==> src/rtl/gwl_pkg.sv <==
package gwl_pkg;

  localparam logic [1:0] PM_SLEEP  = 2'b00;
  localparam logic [1:0] PM_TX_OFF = 2'b01;
  localparam logic [1:0] PM_TX_ON  = 2'b10;

  // Power mode with sleep taking priority over the transmit request.
  function automatic logic [1:0] f_mode(input logic asleep_n, input logic tx);
    if (!asleep_n)
      return PM_SLEEP;
    else if (tx)
      return PM_TX_ON;
    else
      return PM_TX_OFF;
  endfunction

  // Rising and falling detection from the current and previous samples.
  function automatic logic f_rise(input logic now_v, input logic was_v);
    return now_v & ~was_v;
  endfunction

  function automatic logic f_fall(input logic now_v, input logic was_v);
    return ~now_v & was_v;
  endfunction

endpackage

==> src/rtl/gwl_sync.sv <==
module gwl_sync #(
  parameter int          W       = 1,
  parameter int          STAGES  = 2,
  parameter logic [W-1:0] RST_VAL = '0
) (
  input  logic         clk,
  input  logic         rst_n,
  input  logic [W-1:0] pin_i,
  output logic [W-1:0] now_o,
  output logic [W-1:0] was_o
);

  logic [W-1:0] chain [STAGES];

  generate
    for (genvar s = 0; s < STAGES; s++) begin : g_stage
      if (s == 0) begin : g_first
        always_ff @(posedge clk or negedge rst_n) begin
          if (!rst_n) chain[s] <= RST_VAL;
          else        chain[s] <= pin_i;
        end
      end else begin : g_next
        always_ff @(posedge clk or negedge rst_n) begin
          if (!rst_n) chain[s] <= RST_VAL;
          else        chain[s] <= chain[s-1];
        end
      end
    end
  endgenerate

  always_ff @(posedge clk or negedge rst_n) begin
    if (!rst_n) was_o <= RST_VAL;
    else        was_o <= chain[STAGES-1];
  end

  assign now_o = chain[STAGES-1];

endmodule

==> src/rtl/gwl_shifter.sv <==
module gwl_shifter #(
  parameter int CODE_W = 8
) (
  input  logic              clk,
  input  logic              rst_n,
  input  logic              sclk_rise,
  input  logic              sclk_fall,
  input  logic              data_s,
  input  logic              load_s,
  output logic [CODE_W-1:0] shreg_o
);

  logic master_q;
  logic cap_en;
  logic shift_en;

  function automatic logic [CODE_W-1:0] f_push(input logic [CODE_W-1:0] cur,
                                               input logic b);
    return {cur[CODE_W-2:0], b};
  endfunction

  assign cap_en   = sclk_rise & ~load_s;
  assign shift_en = sclk_fall & ~load_s;

  always_ff @(posedge clk or negedge rst_n) begin
    if (!rst_n)      master_q <= 1'b0;
    else if (cap_en) master_q <= data_s;
  end

  always_ff @(posedge clk or negedge rst_n) begin
    if (!rst_n)        shreg_o <= '0;
    else if (shift_en) shreg_o <= f_push(shreg_o, master_q);
  end

  AST_LOCKED_NO_SHIFT: assert property (@(posedge clk) disable iff (!rst_n)
    load_s |=> $stable(shreg_o));

  AST_MASTER_ON_RISE: assert property (@(posedge clk) disable iff (!rst_n)
    !sclk_rise |=> $stable(master_q));

  AST_SHIFT_ON_FALL: assert property (@(posedge clk) disable iff (!rst_n)
    !sclk_fall |=> $stable(shreg_o));

endmodule

==> src/rtl/gwl_mode.sv <==
module gwl_mode (
  input  logic       clk,
  input  logic       rst_n,
  input  logic       sleep_s,
  input  logic       tx_s,
  output logic [1:0] mode_o
);
  import gwl_pkg::*;

  always_ff @(posedge clk or negedge rst_n) begin
    if (!rst_n) mode_o <= PM_TX_OFF;
    else        mode_o <= f_mode(sleep_s, tx_s);
  end

  AST_MODE_LEGAL: assert property (@(posedge clk) disable iff (!rst_n)
    mode_o != 2'b11);

  AST_SLEEP_WINS: assert property (@(posedge clk) disable iff (!rst_n)
    !sleep_s |=> mode_o == PM_SLEEP);

endmodule

==> src/rtl/gain_word_loader.sv <==
module gain_word_loader #(
  parameter int CODE_W      = 8,
  parameter int SYNC_STAGES = 2,
  parameter int MAX_CODE    = 128
) (
  input  logic              clk,
  input  logic              rst_n,
  input  logic              ser_clk,
  input  logic              ser_data,
  input  logic              ser_load_n,
  input  logic              tx_on,
  input  logic              sleep_n,
  output logic [CODE_W-1:0] gain_code,
  output logic              gain_over,
  output logic [1:0]        pwr_mode
);
  import gwl_pkg::*;

  // Pin bundle order: {sleep_n, tx_on, load, data, sclk}
  localparam int          NPIN    = 5;
  localparam int          P_SCLK  = 0;
  localparam int          P_DATA  = 1;
  localparam int          P_LOAD  = 2;
  localparam int          P_TX    = 3;
  localparam int          P_SLEEP = 4;
  localparam logic [NPIN-1:0] PIN_RST = 5'b10100;

  logic [NPIN-1:0]   pins;
  logic [NPIN-1:0]   s_now;
  logic [NPIN-1:0]   s_was;
  logic              sclk_rise;
  logic              sclk_fall;
  logic              load_rise;
  logic              load_fall;
  logic [CODE_W-1:0] shreg;
  logic [CODE_W-1:0] gain_q;

  function automatic logic f_over(input logic [CODE_W-1:0] code);
    return int'(code) > MAX_CODE;
  endfunction

  assign pins = {sleep_n, tx_on, ser_load_n, ser_data, ser_clk};

  gwl_sync #(.W(NPIN), .STAGES(SYNC_STAGES), .RST_VAL(PIN_RST)) u_sync (
    .clk   (clk),
    .rst_n (rst_n),
    .pin_i (pins),
    .now_o (s_now),
    .was_o (s_was)
  );

  assign sclk_rise = f_rise(s_now[P_SCLK], s_was[P_SCLK]);
  assign sclk_fall = f_fall(s_now[P_SCLK], s_was[P_SCLK]);
  assign load_rise = f_rise(s_now[P_LOAD], s_was[P_LOAD]);
  assign load_fall = f_fall(s_now[P_LOAD], s_was[P_LOAD]);

  gwl_shifter #(.CODE_W(CODE_W)) u_shift (
    .clk       (clk),
    .rst_n     (rst_n),
    .sclk_rise (sclk_rise),
    .sclk_fall (sclk_fall),
    .data_s    (s_now[P_DATA]),
    .load_s    (s_now[P_LOAD]),
    .shreg_o   (shreg)
  );

  gwl_mode u_mode (
    .clk     (clk),
    .rst_n   (rst_n),
    .sleep_s (s_now[P_SLEEP]),
    .tx_s    (s_now[P_TX]),
    .mode_o  (pwr_mode)
  );

  always_ff @(posedge clk or negedge rst_n) begin
    if (!rst_n)         gain_q <= '0;
    else if (load_rise) gain_q <= shreg;
  end

  assign gain_code = gain_q;
  assign gain_over = f_over(gain_q);

  AST_COMMIT_COPY: assert property (@(posedge clk) disable iff (!rst_n)
    load_rise |=> gain_q == $past(shreg));

  AST_GAIN_HOLD: assert property (@(posedge clk) disable iff (!rst_n)
    !load_rise |=> $stable(gain_q));

  AST_OPEN_KEEPS_GAIN: assert property (@(posedge clk) disable iff (!rst_n)
    load_fall |=> $stable(gain_code));

  AST_OVER_FLAG: assert property (@(posedge clk) disable iff (!rst_n)
    gain_over |-> gain_code[CODE_W-1] && (gain_code[CODE_W-2:0] != '0));

endmodule

==> config.mk <==
export PLATFORM = sky130hd
export DESIGN_NAME = gain_word_loader
export DESIGN_NICKNAME = d
export VERILOG_FILES = /design/src/rtl/gwl_pkg.sv /design/src/rtl/gwl_sync.sv /design/src/rtl/gwl_shifter.sv /design/src/rtl/gwl_mode.sv /design/src/rtl/gain_word_loader.sv
export SDC_FILE = /design/constraint.sdc
export NUM_CORES = 1
export LEC_CHECK = 0
export ABC_AREA = 1
export BUFFER_PORTS_ARGS = -buffer_cell sky130_fd_sc_hd__buf_2
export CAP_MARGIN = 20
export CORE_ASPECT_RATIO = 1.2
export CORE_UTILIZATION = 45
export CTS_BUF_LIST = sky130_fd_sc_hd__clkbuf_16
export DETAILED_ROUTE_END_ITERATION = 8
export PLACE_DENSITY = 0.61
export SYNTH_ARGS = -nofsm -noshare
export SYNTH_HDL_FRONTEND = slang
export SYNTH_HIERARCHICAL = 1
export SYNTH_SLANG_ARGS = --single-unit
==> constraint.sdc <==
create_clock -name clk -period 1.2 [get_ports clk]
set_input_delay 0.06 -clock clk [delete_from_list [all_inputs] [get_ports clk]]
set_output_delay 0.06 -clock clk [all_outputs]
set_load 0.02 [all_outputs]
==> results.md <==
- Met1 usage: 15.8%
- Relative slew slack: 77.7%
- Worst-path clk slew: 0.05 ns
- Global Route met2 Usage: 23.6%
- CP Data Required Time: 1.14 ns
- Final WS setup: 0.0149 ns
- Most common cell on crit path: nor2_1
- Overall routed net length: 1.67 mm
- Share of layout cells above drive strength 1: 30.4%
- Worst setup EP type: output pin
- Final Skew: 0.00488 ns
- Final worst path period share: 98.8%
- Met3 global-route usage: 7.09%
- FILL cells: 221
- Final hold vios: 0
- Worst stage delay on the critical path: 0.38 ns
- Routed len/inst: 9.92 um
- Rows: 20
- CP cell instances: nor2_1 > nand2_1 > nor2_1 > nor2_1 > buf_2
- Global Route Usage Sum: 15.2%
- Synthesized netlist cell count: 110
- Slew Viols, Final: 0
- Initial DRT Pass Iterations: 4
- Worst R2R Setup Slack: 0.10 ns
- Setup repair after global routing missed its margin: yes
- Final ANT Viol Nets: 0
- Pwr/cell area: 1930 nW/um2
- Power Total: 2820 uW
- H-tree depth: 2
- Final Cell Area: 1470 um2
- Min-delay worst type: in -> async
- Syn avg cell area: 10.8 um2
- CTS tree: yes
- Routed vias/inst: 4.46
- Clock buffer depth: 2
- GP Congestion: 0.707
- Status: finished clean
- Mapped Nets: 117
- Cell depth of the worst flop-to-flop path: 4
- Stages on worst setup path: 5
- Area Overhead vs Synth: 23.8%
- DR iter-0 viols: 9
- Syn. warnings: 6
- Layer with the highest usage: met2
- Num CTS Buffers: 5
- Largest net degree at the start of global routing: 18
- Initial antenna violation count: 0
- Startpoint Class: flop
- Vias in the first global route: 706
- Post-Syn Area: 1180 um2
- Setup violations, final: 0
- Pre-CTS setup slack: 0.0946 ns
- Worst-path maximum fanout: 3
- Max Cap Viol: 0
- Core area: 2500 um2
- Peak supply drop: 1950 uV
- Diode count: 0
- Final nets: 141
- Fin crit period: 1.19 ns
- WP buf/inv: 1
- Die H: 58.2 um
- Die width: 48.8 um
- Kind of critical path: reg -> out
- # IOs: 18
- CP max stage cell: dfrtp_1
- DRC viols: 0
- Top Family by Delay on Critical Path: flip-flops
- CTS root buf: clkbuf_16
- Detailed Place HPWL: 1.13 mm
- P_leak: 0.000790 uW
- CP arrival: 1.13 ns
- Total clock sinks: 31
- Slew of the pin with the lowest slew margin: 0.334 ns
- Critical Path Source: gain_code[5]$_DFFE_PN0P_
- Reg-to-reg critical path endpoint: u_shift/shreg_o[6]$_DFFE_PN0P_
- Grt total ovfl: 0
- Reg2reg start: u_sync/now_o[2]$_DFF_PN1_
- IO buf count: 17
- Placement-stage cell area: 1270 um2
- Initial Utilization: 47.3%
- First-pass GRT wire length: 3.02 mm
- Post-route setup TNS: 0 ns
- WHS: 0.230 ns
- Max frequency: 844 MHz
- DIE AREA: 2840 um2
- Postcts setup bufs: 0
- Via count: 750
- Clock latency on the worst-skew pair: 0.27 ns
[cells in the final DEF (no fill, tap or decap)]
| cell type | n |
|---|---|
| nor2_2 | 4 |
| clkbuf_16 | 5 |
| nand3_1 | 15 |
| buf_4 | 1 |
| dfstp_2 | 6 |
| dlygate4sd3_1 | 6 |
| nand2_1 | 33 |
| buf_12 | 1 |
| nor2_1 | 6 |
| nand2_2 | 1 |
| a21oi_2 | 2 |
| inv_2 | 2 |
| dfrtp_1 | 25 |
| nand2_4 | 1 |
| buf_2 | 17 |
| nand2_8 | 1 |
| inv_1 | 9 |
[per-layer routing]
layer | vias to the layer above | wire length (um)
met2 | 16 | 818
met3 | 4 | 77
li1 | 383 | -
met4 | 0 | 62
met5 | - | 0
met1 | 347 | 708
[how the worst max path moves through the flow]
| stage | endpoint | slack, ns |
|---|---|---|
| detailed placement | u_shift/shreg_o[6]$_DFFE_PN0P_ | 0.09 |
| global placement | u_shift/shreg_o[6]$_DFFE_PN0P_ | 0.12 |
| global route | gain_over | -0.08 |
| finish | gain_over | 0.01 |
| floorplan | gain_code[7]$_DFFE_PN0P_ | 0.15 |
| CTS | gain_over | 0.007 |
[per-stage QoR]
step,utilization [%],cells
after global placement,50.6,154
final,58.6,168
after floorplan,-,110
after global routing,58.6,168
after CTS,58.5,168
after detailed placement,50.6,154
[final cells by class]
type	instances	area (um2)	area share, %
Clock buffer	5	125	8.54
Clock inverter	3	11.3	0.769
Inverter	8	30.0	2.05
Multi-Input combinational cell	63	302	20.6
Sequential cell	31	783	53.5
Tap cell	33	41.3	2.82
Timing Repair Buffer	25	173	11.8
[power by group]
part	switching, uW	internal, uW	total [uW]	leakage, uW
Clock	372	739	1110	0.0000776
Sequential	104	1200	1300	0.000382
Combinational	250	158	408	0.000330
Total	726	2100	2820	0.000790
[flip-flops by register name, indices dropped and copies added (netlist names)]
name and flops:
gain_code 8, u_shift/shreg_o 8, u_sync/chain 5, u_sync/now_o 5
u_mode/mode_o 2, u_sync/was_o 2, u_shift/master_q 1
[repair_timing]
item                       CTS  global route
hold buffers                 6             0
hold endpoints to repair    35             0
setup endpoints to repair    0             1
resized for setup            0             1
No activity file was read; power rests on OpenSTA's default activity.
